File: config.mk
export PLATFORM = sky130hd
export DESIGN_NAME = wkp_polarity_norm
export DESIGN_NICKNAME = d
export VERILOG_FILES = /design/src/rtl/wkp_pkg.sv /design/src/rtl/wkp_sync.sv /design/src/rtl/wkp_cfg_regs.sv /design/src/rtl/wkp_lane.sv /design/src/rtl/wkp_polarity_norm.sv
export SDC_FILE = /design/constraint.sdc
export NUM_CORES = 1
export LEC_CHECK = 0
export BUFFER_PORTS_ARGS = -buffer_cell sky130_fd_sc_hd__buf_4
export CORE_MARGIN = 3
export CORE_UTILIZATION = 40
export DETAILED_ROUTE_END_ITERATION = 10
export PLACE_DENSITY = 0.69
export SYNTH_ARGS = -nofsm -noshare
export SYNTH_HDL_FRONTEND = slang
export SYNTH_HIERARCHICAL = 1
export SYNTH_SLANG_ARGS = --single-unit
export TNS_END_PERCENT = 10
File: constraint.sdc
create_clock -name clk -period 2.6 [get_ports clk]
set_input_delay 0.52 -clock clk [delete_from_list [all_inputs] [get_ports clk]]
set_output_delay 0.52 -clock clk [all_outputs]
set_load 0.01 [all_outputs]
File: src/rtl/wkp_pkg.sv
// Shared constants for the wakeup polarity normalizer.
// Assumes byte addressing with 32-bit registers.
package wkp_pkg;
    localparam logic [2:0] TRIG_LVL_LO = 3'b000;
    localparam logic [2:0] TRIG_FALL   = 3'b010;
    localparam logic [2:0] TRIG_LVL_HI = 3'b100;
    localparam logic [2:0] TRIG_RISE   = 3'b110;
    localparam logic [2:0] TRIG_BOTH   = 3'b111;

    localparam int          CFG_BASE   = 32'h110;
    localparam int          VER_ADDR   = 32'h1000;
    localparam logic [31:0] VERSION_ID = 32'h0003_0200;
    localparam int          MAX_PINS   = 256;
endpackage

File: src/rtl/wkp_sync.sv
// Two-flop synchronizer for a vector of asynchronous lines.
// Assumes each bit is an independent signal (no bus coherency needed).
module wkp_sync #(
    parameter int WIDTH = 16
) (
    input  logic             clk,
    input  logic             rst_n,
    input  logic [WIDTH-1:0] async_in,
    output logic [WIDTH-1:0] sync_out
);
    logic [WIDTH-1:0] meta_q;

    // Two-stage capture of the raw inputs.
    always_ff @(posedge clk) begin
        if (!rst_n) begin
            meta_q   <= '0;
            sync_out <= '0;
        end else begin
            meta_q   <= async_in;
            sync_out <= meta_q;
        end
    end
endmodule

File: src/rtl/wkp_cfg_regs.sv
// Per-line configuration words and the identification register.
// Assumes one-cycle writes with a bit mask and combinational reads;
// only bits [3:0] of each configuration word are stored.
module wkp_cfg_regs
    import wkp_pkg::*;
#(
    parameter int NUM_PINS = 16,
    parameter int ADDR_W   = 16
) (
    input  logic                      clk,
    input  logic                      rst_n,
    input  logic                      wr_en,
    input  logic [ADDR_W-1:0]         addr,
    input  logic [31:0]               wdata,
    input  logic [31:0]               wmask,
    output logic [31:0]               rdata,
    output logic [NUM_PINS-1:0][2:0]  trig_type,
    output logic [NUM_PINS-1:0]       trig_en,
    output logic [NUM_PINS-1:0]       type_chg
);
    localparam int IDX_W = (NUM_PINS > 1) ? $clog2(NUM_PINS) : 1;
    localparam logic [ADDR_W-1:0] BASE_A = ADDR_W'(CFG_BASE);
    localparam logic [ADDR_W-1:0] VER_A  = ADDR_W'(VER_ADDR);

    logic [ADDR_W-1:0] off;
    logic              hit;
    logic [IDX_W-1:0]  idx;
    logic              unused_bits;

    assign unused_bits = ^{wdata[31:4], wmask[31:4]};

    // Decode the address into a line index and a hit flag.
    always_comb begin
        off = addr - BASE_A;
        hit = (addr >= BASE_A) && (off[1:0] == 2'b00)
              && ((off >> 2) < ADDR_W'(NUM_PINS));
        idx = off[IDX_W+1:2];
    end

    for (genvar g = 0; g < NUM_PINS; g++) begin : g_word
        logic       sel;
        logic [2:0] nxt_type;
        logic       nxt_en;

        // Merge write data under the mask for this line.
        always_comb begin
            sel      = wr_en && hit && (idx == IDX_W'(g));
            nxt_type = (trig_type[g] & ~wmask[2:0]) | (wdata[2:0] & wmask[2:0]);
            nxt_en   = wmask[3] ? wdata[3] : trig_en[g];
            type_chg[g] = sel && (nxt_type != trig_type[g]);
        end

        // Store the line's trigger code and enable.
        always_ff @(posedge clk) begin
            if (!rst_n) begin
                trig_type[g] <= TRIG_LVL_LO;
                trig_en[g]   <= 1'b0;
            end else if (sel) begin
                trig_type[g] <= nxt_type;
                trig_en[g]   <= nxt_en;
            end
        end
    end

    // Read multiplexer over the identification and configuration words.
    always_comb begin
        rdata = '0;
        if (addr == VER_A) begin
            rdata = VERSION_ID;
        end else if (hit) begin
            for (int i = 0; i < NUM_PINS; i++) begin
                if (idx == IDX_W'(i)) begin
                    rdata = {28'd0, trig_en[i], trig_type[i]};
                end
            end
        end
    end
endmodule

File: src/rtl/wkp_lane.sv
// Polarity and edge conversion for one synchronized line.
// Assumes sync_in is already in the clk domain; the output is registered.
module wkp_lane
    import wkp_pkg::*;
(
    input  logic       clk,
    input  logic       rst_n,
    input  logic       sync_in,
    input  logic [2:0] trig_type,
    input  logic       trig_en,
    input  logic       type_chg,
    output logic       req_out
);
    logic prev_q;
    logic req_nxt;

    // Select the normalized request for the configured trigger code.
    always_comb begin
        case (trig_type)
            TRIG_LVL_LO: req_nxt = ~sync_in;
            TRIG_LVL_HI: req_nxt = sync_in;
            TRIG_RISE:   req_nxt = sync_in & ~prev_q;
            TRIG_FALL:   req_nxt = ~sync_in & prev_q;
            TRIG_BOTH:   req_nxt = sync_in ^ prev_q;
            default:     req_nxt = 1'b0;
        endcase
        if (!trig_en || type_chg) begin
            req_nxt = 1'b0;
        end
    end

    // Hold the previous sample and register the request.
    always_ff @(posedge clk) begin
        if (!rst_n) begin
            prev_q  <= 1'b0;
            req_out <= 1'b0;
        end else begin
            prev_q  <= sync_in;
            req_out <= req_nxt;
        end
    end
endmodule

File: src/rtl/wkp_polarity_norm.sv
// Top of the wakeup polarity normalizer: synchronizer, register bank
// and one conversion lane per line. Assumes NUM_PINS <= 256.
module wkp_polarity_norm
    import wkp_pkg::*;
#(
    parameter int NUM_PINS = 16,
    parameter int ADDR_W   = 16
) (
    input  logic                clk,
    input  logic                rst_n,
    input  logic [NUM_PINS-1:0] pin_in,
    input  logic                bus_wr,
    input  logic [ADDR_W-1:0]   bus_addr,
    input  logic [31:0]         bus_wdata,
    input  logic [31:0]         bus_wmask,
    output logic [31:0]         bus_rdata,
    output logic [NUM_PINS-1:0] irq_out
);
    logic [NUM_PINS-1:0]      pin_sync;
    logic [NUM_PINS-1:0][2:0] cfg_type;
    logic [NUM_PINS-1:0]      cfg_en;
    logic [NUM_PINS-1:0]      type_chg;

    if (NUM_PINS > MAX_PINS || NUM_PINS < 1 || ADDR_W < 13) begin : g_bad_param
        initial $error("wkp_polarity_norm: unsupported parameters");
    end

    wkp_sync #(.WIDTH(NUM_PINS)) u_sync (
        .clk      (clk),
        .rst_n    (rst_n),
        .async_in (pin_in),
        .sync_out (pin_sync)
    );

    wkp_cfg_regs #(.NUM_PINS(NUM_PINS), .ADDR_W(ADDR_W)) u_regs (
        .clk       (clk),
        .rst_n     (rst_n),
        .wr_en     (bus_wr),
        .addr      (bus_addr),
        .wdata     (bus_wdata),
        .wmask     (bus_wmask),
        .rdata     (bus_rdata),
        .trig_type (cfg_type),
        .trig_en   (cfg_en),
        .type_chg  (type_chg)
    );

    for (genvar g = 0; g < NUM_PINS; g++) begin : g_lane
        wkp_lane u_lane (
            .clk       (clk),
            .rst_n     (rst_n),
            .sync_in   (pin_sync[g]),
            .trig_type (cfg_type[g]),
            .trig_en   (cfg_en[g]),
            .type_chg  (type_chg[g]),
            .req_out   (irq_out[g])
        );
    end
endmodule

## Word level (Yosys, flattened, before mapping)

Index checks and enable logic that the tools add are counted.

- Output and inout port bits: 48
- Input port bits: 99
- Register bits after elaboration: 128
- Logic and storage cells: 431

- Reduce and logical (&&, ||, !) cells: 117
- Magnitude comparators: 2
- Equality and inequality tests: 96
- Add/sub/neg operators: 1
- Bitwise logic cells: 115
- Mux-type cells: 34

Operator list:

| operator | count |
|---|---|
| $eq A3 B3 Y1 const B | 48 |
| $pmux W1 S5 | 16 |
| $mux W32 | 2 |
| $mux W4 | 16 |
| $and A3 B3 Y3 | 17 |
| $eq A3 B2 Y1 const B | 16 |
| $logic_not A3 Y1 | 16 |
| $ne A3 B3 Y1 | 16 |
| $or A3 B3 Y3 | 16 |
| $logic_and A1 B1 Y1 | 35 |
| $not A1 Y1 | 33 |
| $and A1 B1 Y1 | 32 |
| $eq A4 B4 Y1 const B | 8 |
| $reduce_and A2 Y1 | 16 |
| $reduce_or A2 Y1 | 16 |
| $eq A16 B13 Y1 const B | 1 |
| $eq A4 B3 Y1 const B | 4 |
| $ge A16 B9 Y1 const B | 1 |
| $logic_not A1 Y1 | 16 |
| $logic_or A1 B1 Y1 | 16 |
| $sub A16 B9 Y16 const B | 1 |
| $xor A1 B1 Y1 | 16 |
| $lt A14 B5 Y1 const B | 1 |
| $eq A4 B2 Y1 const B | 2 |
| other kinds (4) | 4 |

## Logic depth before layout (Yosys ltp)

Gate-level depths: netlist (run 1).

- Depth in word-level cells: 20
- Gate-level depth with buffers: 8
- Gate-level depth less buffers: 6

## Cells and area by module

Netlist (run 1), hierarchy kept.

Modules (own cells, without submodules):

| module | times used | area each (µm²) | cells each |
|---|---|---|---|
| wkp_cfg_regs | 1 | 4489.3 | 573 |
| wkp_lane | 16 | 141.4 | 14 |
| wkp_sync | 1 | 895.9 | 67 |

## Worst setup path after synthesis (run 1)

No wires, ideal clock.

- Path type: input -> output
- From: input bus_addr[7]
- To: output bus_rdata[3]
- Arrival: 2.229 ns
- Data required time: 2.080 ns
- Path slack: -0.149 ns
- Stages: 4
- Buffers on the path: 0
- Path through: or4_4 -> nor4_4 -> nand2_1 -> a2111oi_0

- Word-level cells in the longest chain between the ends: 5
- Elaborated cells between the ends (all ways): 8

RTL lines:

| item | RTL line | text |
|---|---|---|
| start: declaration | wkp_polarity_norm.sv:13 | `input logic [ADDR_W-1:0] bus_addr,` |
| $sub A16 B9 Y16 or $ge A16 B9 Y1 (tied branches) | wkp_cfg_regs.sv:34, wkp_cfg_regs.sv:35 |  |
| $lt A14 B5 Y1 or $logic_and A1 B1 Y1 (tied branches) | wkp_cfg_regs.sv:36, wkp_cfg_regs.sv:35 |  |
| $logic_and A1 B1 Y1 | wkp_cfg_regs.sv:36 | `&& ((off >> 2) < ADDR_W'(NUM_PINS));` |
| $mux W32 | wkp_cfg_regs.sv:70 | `end else if (hit) begin` |
| $mux W32 * | wkp_cfg_regs.sv:68 | `if (addr == VER_A) begin` |
| end: declaration | wkp_polarity_norm.sv:16 | `output logic [31:0] bus_rdata,` |

Every way passes the cells marked *; elsewhere a longest branch is shown, timed or not.

## Final worst setup path (run 1)

- From: input bus_addr[7]
- To: output bus_rdata[0]

The elaborated chain is that of the path after synthesis.

==> flow_summary.yaml, run 1 <==
timing:
  slew_viol_final: 0
  min_period_ns: 2.588
  setup_viol: 0
  hold_viol: 0
  timing.final.crit_share_pct: 99.55
  max-slew-margin-rel_pct: 63.56
  finalWorstSetupSlack_ns: 0.01176
  rsz0062_at_grt: "true"
  fmaxAchievable_ghz: 0.3864
  skew_ns: 0.005699
  worst_pin_slew_ns: 0.5424
die:
  initial_core_util_pct: 41.58
  rows: 49
  coreArea_um2: 18390
  dieWidth_um: 144.3
  die_y_um: 144.3
  ioPinCount: 147
  dieArea_um2: 20810
grt:
  grt_usage_pct: 20.32
  grt_pass1_vias: 6408
  grt_max_degree: 129
  grt_overflow: 0
  grt_pass1_wl_mm: 33.42
  antenna_found_initial: 0
run:
  maxCapViolCount: 0
synthesis:
  synth.avg_cell_area_um2: 8.851
  synth_compound_area_share_pct: 20.34
  synth.distinct_cells: 50
  ys_warn_count: 6
  yosys.area_share.simple_pct: 20.84
  synth-seq-area-share_pct: 33.51
  postSynthCellCount: 864
  synth_top_family_by_area: "simple AND/OR/NAND/NOR gates"
  async_reset_ff_share_pct: 0
  synth_edf_count: 0
  netlist_area_um2: 7647
  synth-main-ff-cell: "dfxtp_1"
  ys_ff_latch: 128
  synthAdderAreaFrac_pct: 5.236
  synth_xor_area_share_pct: 7.330
  synth_mux_area_share_pct: 5.039
route:
  drc: 0
  wire_per_inst_um: 18.11
  ant_nets: 0
  dr.first_iter.drc_count: 763
  routed_wirelength_mm: 21.47
  firstDrtPassIters: 8
  detail_route.vias_per_cell: 5.751
  vias: 6821
place:
  io_buffer_count: 65
  gp_congestion: 0.8643
  place_ws_ns: -0.1345
  dp_hpwl_mm: 13.56
worst_setup_path:
  cp-start-kind: "primary input"
  critPathMaxFanout: 4
  cp_cell_sequence: "buf_6 -> or4_4 -> nor4_4 -> nand2_4 -> a221oi_2 -> buf_4 -> buf_6"
  required_ns: 2.08
  cpPeakStageDelay_ns: 0.53
  crit_path_frequent_cell: "buf_6"
  crit_type: "primary input to primary output"
  worst_setup_path_end_kind: "primary output"
  arrival_ns: 2.07
  crit_slowest_cell: "or4_4"
clocking:
  clock_sinks: 128
  cts_max_path_buffers: 2
  clkTransAtPathRegs_ns: 0.06
  insertion_delay_ns: 0.42
  cts_buffers: 17
  cts_tree: "done"
  cts_root_buf: "clkbuf_16"
  htreeDepth: 4
power_and_ir_drop:
  irDropWorstVdd_mv: 0.3967
  power_mw: 5.055
  p_leak_nw: 3.708
  power.density_nw_per_um2: 546.3
run_status:
  status: "complete, no violations"
layout:
  drive_gt1_share_pct: 27.69
  final_cell_mix: "dfxtp_1, buf_4, o21ai_0, nand3_1, xor2_1"
  syn2layout_area_growth_pct: 20.99
  final_common_cell: "dfxtp_1"
  fin_nets: 1075
  antennaDiodeCount: 0
hold_path:
  hp-class: "primary input to register"
layout make-up:
class,count,area (um^2)
multi-input cells,640,4676
clock inverters,12,181.4
inverters,37,138.9
flip-flops and latches,128,2572
repair buffers,120,940.9
well taps,229,286.5
fillers,1718,9140
clock buffers,20,456.7
path summary, 6_finish.rpt:
| kind | from | endpoint | slack [ns] | depth (start not counted) |
|---|---|---|---|---|
| worst min register to register | u_sync/meta_q[14]$_SDFF_PN0_ | u_sync/sync_out[14]$_SDFF_PN0_ | 0.44 | 1 |
| worst max-delay path | bus_addr[7] | bus_rdata[0] | 0.01 | 7 |
| worst max register to register | u_regs/trig_type[9]$_SDFFE_PN0P_ | g_lane[3].u_lane/req_out$_SDFF_PP0_ | 1.15 | 4 |
| worst min-delay path | pin_in[8] | u_sync/meta_q[8]$_SDFF_PN0_ | 0.31 | 2 |
kinds of logic (layout without fill, tap and decap cells):
| group | Yosys count | in the layout |
|---|---|---|
| buffers and inverters | 120 | 189 |
| other | 1 | 25 |
| DFF | 128 | 128 |
| muxes | 32 | 32 |
| adders and majority gates | 32 | 32 |
| and+or+nand+nor | 269 | 269 |
| AOI/OAI and AO/OA | 218 | 218 |
| xor gates and xnor gates | 64 | 64 |
state kept, by name, summed over array words and instances, names as in the netlist:
| signal | flops |
|---|---|
| u_sync/sync_out | 16 |
| g_lane.u_lane/prev_q | 16 |
| u_sync/meta_q | 16 |
| u_regs/trig_en | 16 |
| g_lane.u_lane/req_out | 16 |
| u_regs/trig_type | 48 |
cells in the mapped netlist (3+ instances only):
cell type | number | share of area (%)
nand2b_1 | 5 | 0.41
ha_1 | 32 | 5.2
and2_2 | 48 | 4.7
xor2_1 | 64 | 7.3
a221oi_1 | 5 | 0.57
a21boi_1 | 30 | 2.9
o21ai_0 | 77 | 5.0
nand3b_1 | 17 | 1.7
a21oi_1 | 14 | 0.92
a21boi_0 | 34 | 3.3
nor2b_1 | 6 | 0.49
mux4_2 | 3 | 0.88
a211oi_2 | 16 | 2.6
nand4_1 | 4 | 0.33
mux2i_1 | 7 | 0.92
a222oi_1 | 16 | 2.1
nor4_1 | 3 | 0.25
nand2_1 | 47 | 2.3
buf_1 | 8 | 0.39
clkbuf_1 | 40 | 2.0
dfxtp_1 | 128 | 34
inv_1 | 37 | 1.8
nor2_1 | 22 | 1.1
nor3_1 | 19 | 1.2
nand3_1 | 68 | 4.5
buf_6 | 3 | 0.44
nor2_8 | 3 | 0.79
o31a_1 | 16 | 1.8
clkbuf_2 | 3 | 0.20
mux2_2 | 22 | 3.2
buf_4 | 29 | 2.8
nand4b_1 | 16 | 1.8
critical path, delay by kind of cell:
kind	cells	cell delay, ns
simple gates	3	0.99
compound gates	1	0.21
buf+inv	3	0.34
power breakdown:
group	total (mW)	leakage [nW]	switching [mW]	internal [mW]
registers	2.01	1.04	0.0175	1.99
clock network	2.59	0.299	0.926	1.66
logic	0.462	2.37	0.262	0.201
repair_timing:
item                                    in CTS  in global routing
hold buffers                                 0                  0
endpoints found under the setup margin       4                  4
setup buffers                                0                  4
gates resized for setup                      6                 19
cloned                                       0                  0
pin swaps                                    1                  3
stage by stage:
step	instances	cell area, um^2	setup TNS, ns	util [%]	hold slack [ns]
6_report	1186	9253	0	50.31	0.3133
5_1_grt	1186	9253	-0.1508	50.31	0.3047
4_1_cts	1182	9153	-0.06665	49.76	0.3004
3_5_place_dp	1150	8479	-0.3642	46.10	0.4316
3_3_place_gp	1150	8479	-0.3485	46.10	0.4264
2_1_floorplan	888	7744	-0.006270	-	0.4204
per-layer routing:
metal / part of all wire, % / routed length [um] / up-vias / global-route usage, %
li1: - / - / 3179 / -
met4: 2.0 / 428 / 0 / 6.627
met1: 43 / 9313 / 3248 / 27.40
met2: 46 / 9815 / 346 / 32.73
met5: 0 / 0 / - / 0
met3: 8.9 / 1915 / 48 / 4.101
(Power assumes the default switching activity.)
==> run 2: changes to the inputs <==
- CORE_UTILIZATION: 40 -> 56
- PLACE_DENSITY: 0.69 -> 0.89
- RECOVER_POWER: unset -> 100
==> run 2 against run 1 <==
Die area down 27%. Highest routed layer unchanged. First-iteration DRC count up 44%. The run now ends with capacitance limit, slew limit, setup timing left. Non-clock buffer count down 8. Clock power down 17%. Clock skew up 0.00058 ns. Design area down 5.3%. Utilization up 16 points. Combinational power down 2%. Maximum frequency down 2.0%. Largest cell class unchanged. Sequential share of layout area up 1.5 points. Flip-flop and latch count unchanged.
==> flow_summary.yaml, run 2 (synthesis gave the netlist of run 1 again) <==
run_status:
  status: "complete, but fails checks"
  violations: "capacitance limit, slew limit, setup timing"
power_and_ir_drop:
  power.density_nw_per_um2: 527.6
  irDropWorstVdd_mv: 0.4124
  power_mw: 4.622
  p_leak_nw: 3.429
grt:
  grt_pass1_wl_mm: 32.75
  grt_usage_pct: 27.45
  grt_pass1_vias: 6681
  grt_max_degree: 129
  grt_overflow: 0
  antenna_found_initial: 0
clocking:
  cts_tree: "done"
  clkTransAtPathRegs_ns: 0.05
  insertion_delay_ns: 0.42
  cts_hold_buf: 0
  cts_max_path_buffers: 2
  htreeDepth: 4
  cts_root_buf: "clkbuf_16"
  clock_sinks: 128
  cts_buffers: 17
timing:
  worst_pin_slew_ns: 2.109
  max-slew-margin-rel_pct: -40.59
  setup_viol: 2
  finalWorstSetupSlack_ns: -0.04140
  hold_viol: 0
  min_period_ns: 2.641
  timing.final.crit_share_pct: 101.6
  fmaxAchievable_ghz: 0.3786
  rsz0062_at_grt: "true"
  skew_ns: 0.006282
  hold_slack_ns: 0.3162
  slew_viol_final: 129
die:
  die_y_um: 122.9
  dieWidth_um: 122.9
  initial_core_util_pct: 57.52
  dieArea_um2: 15090
  rows: 42
  ioPinCount: 147
  coreArea_um2: 13300
layout:
  drive_gt1_share_pct: 22.26
  largest_reg_flops: 48
  final_cell_mix: "dfxtp_1, buf_4, o21ai_0, nand3_1, xor2_1"
  syn2layout_area_growth_pct: 14.55
  layout.cells.non_filler: 1124
  fin_nets: 1067
  nFillCells: 1064
  final_util_pct: 65.89
  antennaDiodeCount: 0
  multi_input_area_um2: 4533
  regMostFlops: "u_regs/trig_type"
  register_area_um2: 2567
  final_common_cell: "dfxtp_1"
route:
  firstDrtPassIters: 7
  routed_wirelength_mm: 20.80
  vias: 7064
  ant_nets: 0
  wire_per_inst_um: 18.50
  detail_route.vias_per_cell: 6.285
  drc: 0
  dr.first_iter.drc_count: 1099
worst_setup_path:
  cp_cell_sequence: "buf_4 -> or2_2 -> nor2_1 -> a21oi_1 -> a21oi_1 -> o221ai_2 -> a21oi_1 -> buf_4"
  crit_path_frequent_cell: "a21oi_1"
  cp-start-kind: "primary input"
  crit_slowest_cell: "or2_2"
  cpPeakStageDelay_ns: 0.33
  crit_type: "primary input to primary output"
  arrival_ns: 2.12
  required_ns: 2.08
  worst_setup_path_end_kind: "primary output"
  critPathMaxFanout: 17
hold_path:
  hp-class: "primary input to register"
place:
  gp_congestion: 0.9496
  dp_cells: 1093
  dp_hpwl_mm: 12.98
  io_buffer_count: 65
run:
  maxCapViolCount: 1
## run 2: cell types whose count changed in the layout (fill, tap and decap cells not counted), sizes merged
cell	change
buf	-31
clkinvlp	-4
clkinv	+5
inv	-2
bufinv	-3
clkbuf	+26
## run 2: critical path: cells and delay by family
| family | cells | cell delay [ns] |
|---|---|---|
| compound gates | 4 | 0.72 |
| buf+inv | 2 | 0.34 |
| simple gates | 2 | 0.53 |
## run 2: timing repair
action | CTS | global route
resized for setup | 4 | 10
endpoints found under the setup margin | 4 | 4
endpoints found under the hold margin | 0 | 0
pin swaps | 1 | 0
setup buffers | 0 | 0
## run 2: report_power, final
| group | internal, mW | total, mW | switching (mW) |
|---|---|---|---|
| combinational | 0.196 | 0.451 | 0.255 |
| clock | 1.32 | 2.16 | 0.842 |
| sequential | 1.99 | 2.01 | 0.0175 |
## run 2: worst paths after layout
path / startpoint / endpoint / slack [ns] / depth (start not counted)
max: bus_addr[3] / bus_rdata[1] / -0.04 / 8
min reg2reg: u_sync/meta_q[2]$_SDFF_PN0_ / u_sync/sync_out[2]$_SDFF_PN0_ / 0.44 / 1
min: pin_in[1] / u_sync/meta_q[1]$_SDFF_PN0_ / 0.32 / 2
max reg2reg: u_sync/sync_out[13]$_SDFF_PN0_ / g_lane[13].u_lane/req_out$_SDFF_PP0_ / 1.19 / 5
## run 2: per-stage QoR
step | worst slack [ns] | cell area [um^2] | TNS (ns)
final | -0.04140 | 8760 | -0.04219
after global routing | -0.1208 | 8760 | -0.2862
after CTS | -0.03645 | 8921 | -0.03925
after detailed placement | -0.1209 | 8371 | -0.3121
after global placement | -0.1232 | 8371 | -0.2787
after floorplan | -0.006270 | 7744 | -0.006270
## run 2: layer usage
layer,vias up,share of wire [%],global-route usage [%]
met4,0,3.5,14.42
met3,90,12,6.774
li1,3159,-,-
met2,550,46,43.56
met1,3265,38,34.42
met5,-,0,0
## run 2: cell type report
class	instances	area share [%]
clock buffer	23	5.228
timing repair buffer	112	8.870
inverter	37	1.585
multi-input combinational	640	51.75
tap	176	2.514
clock inverter	8	0.7428
sequential	128	29.31
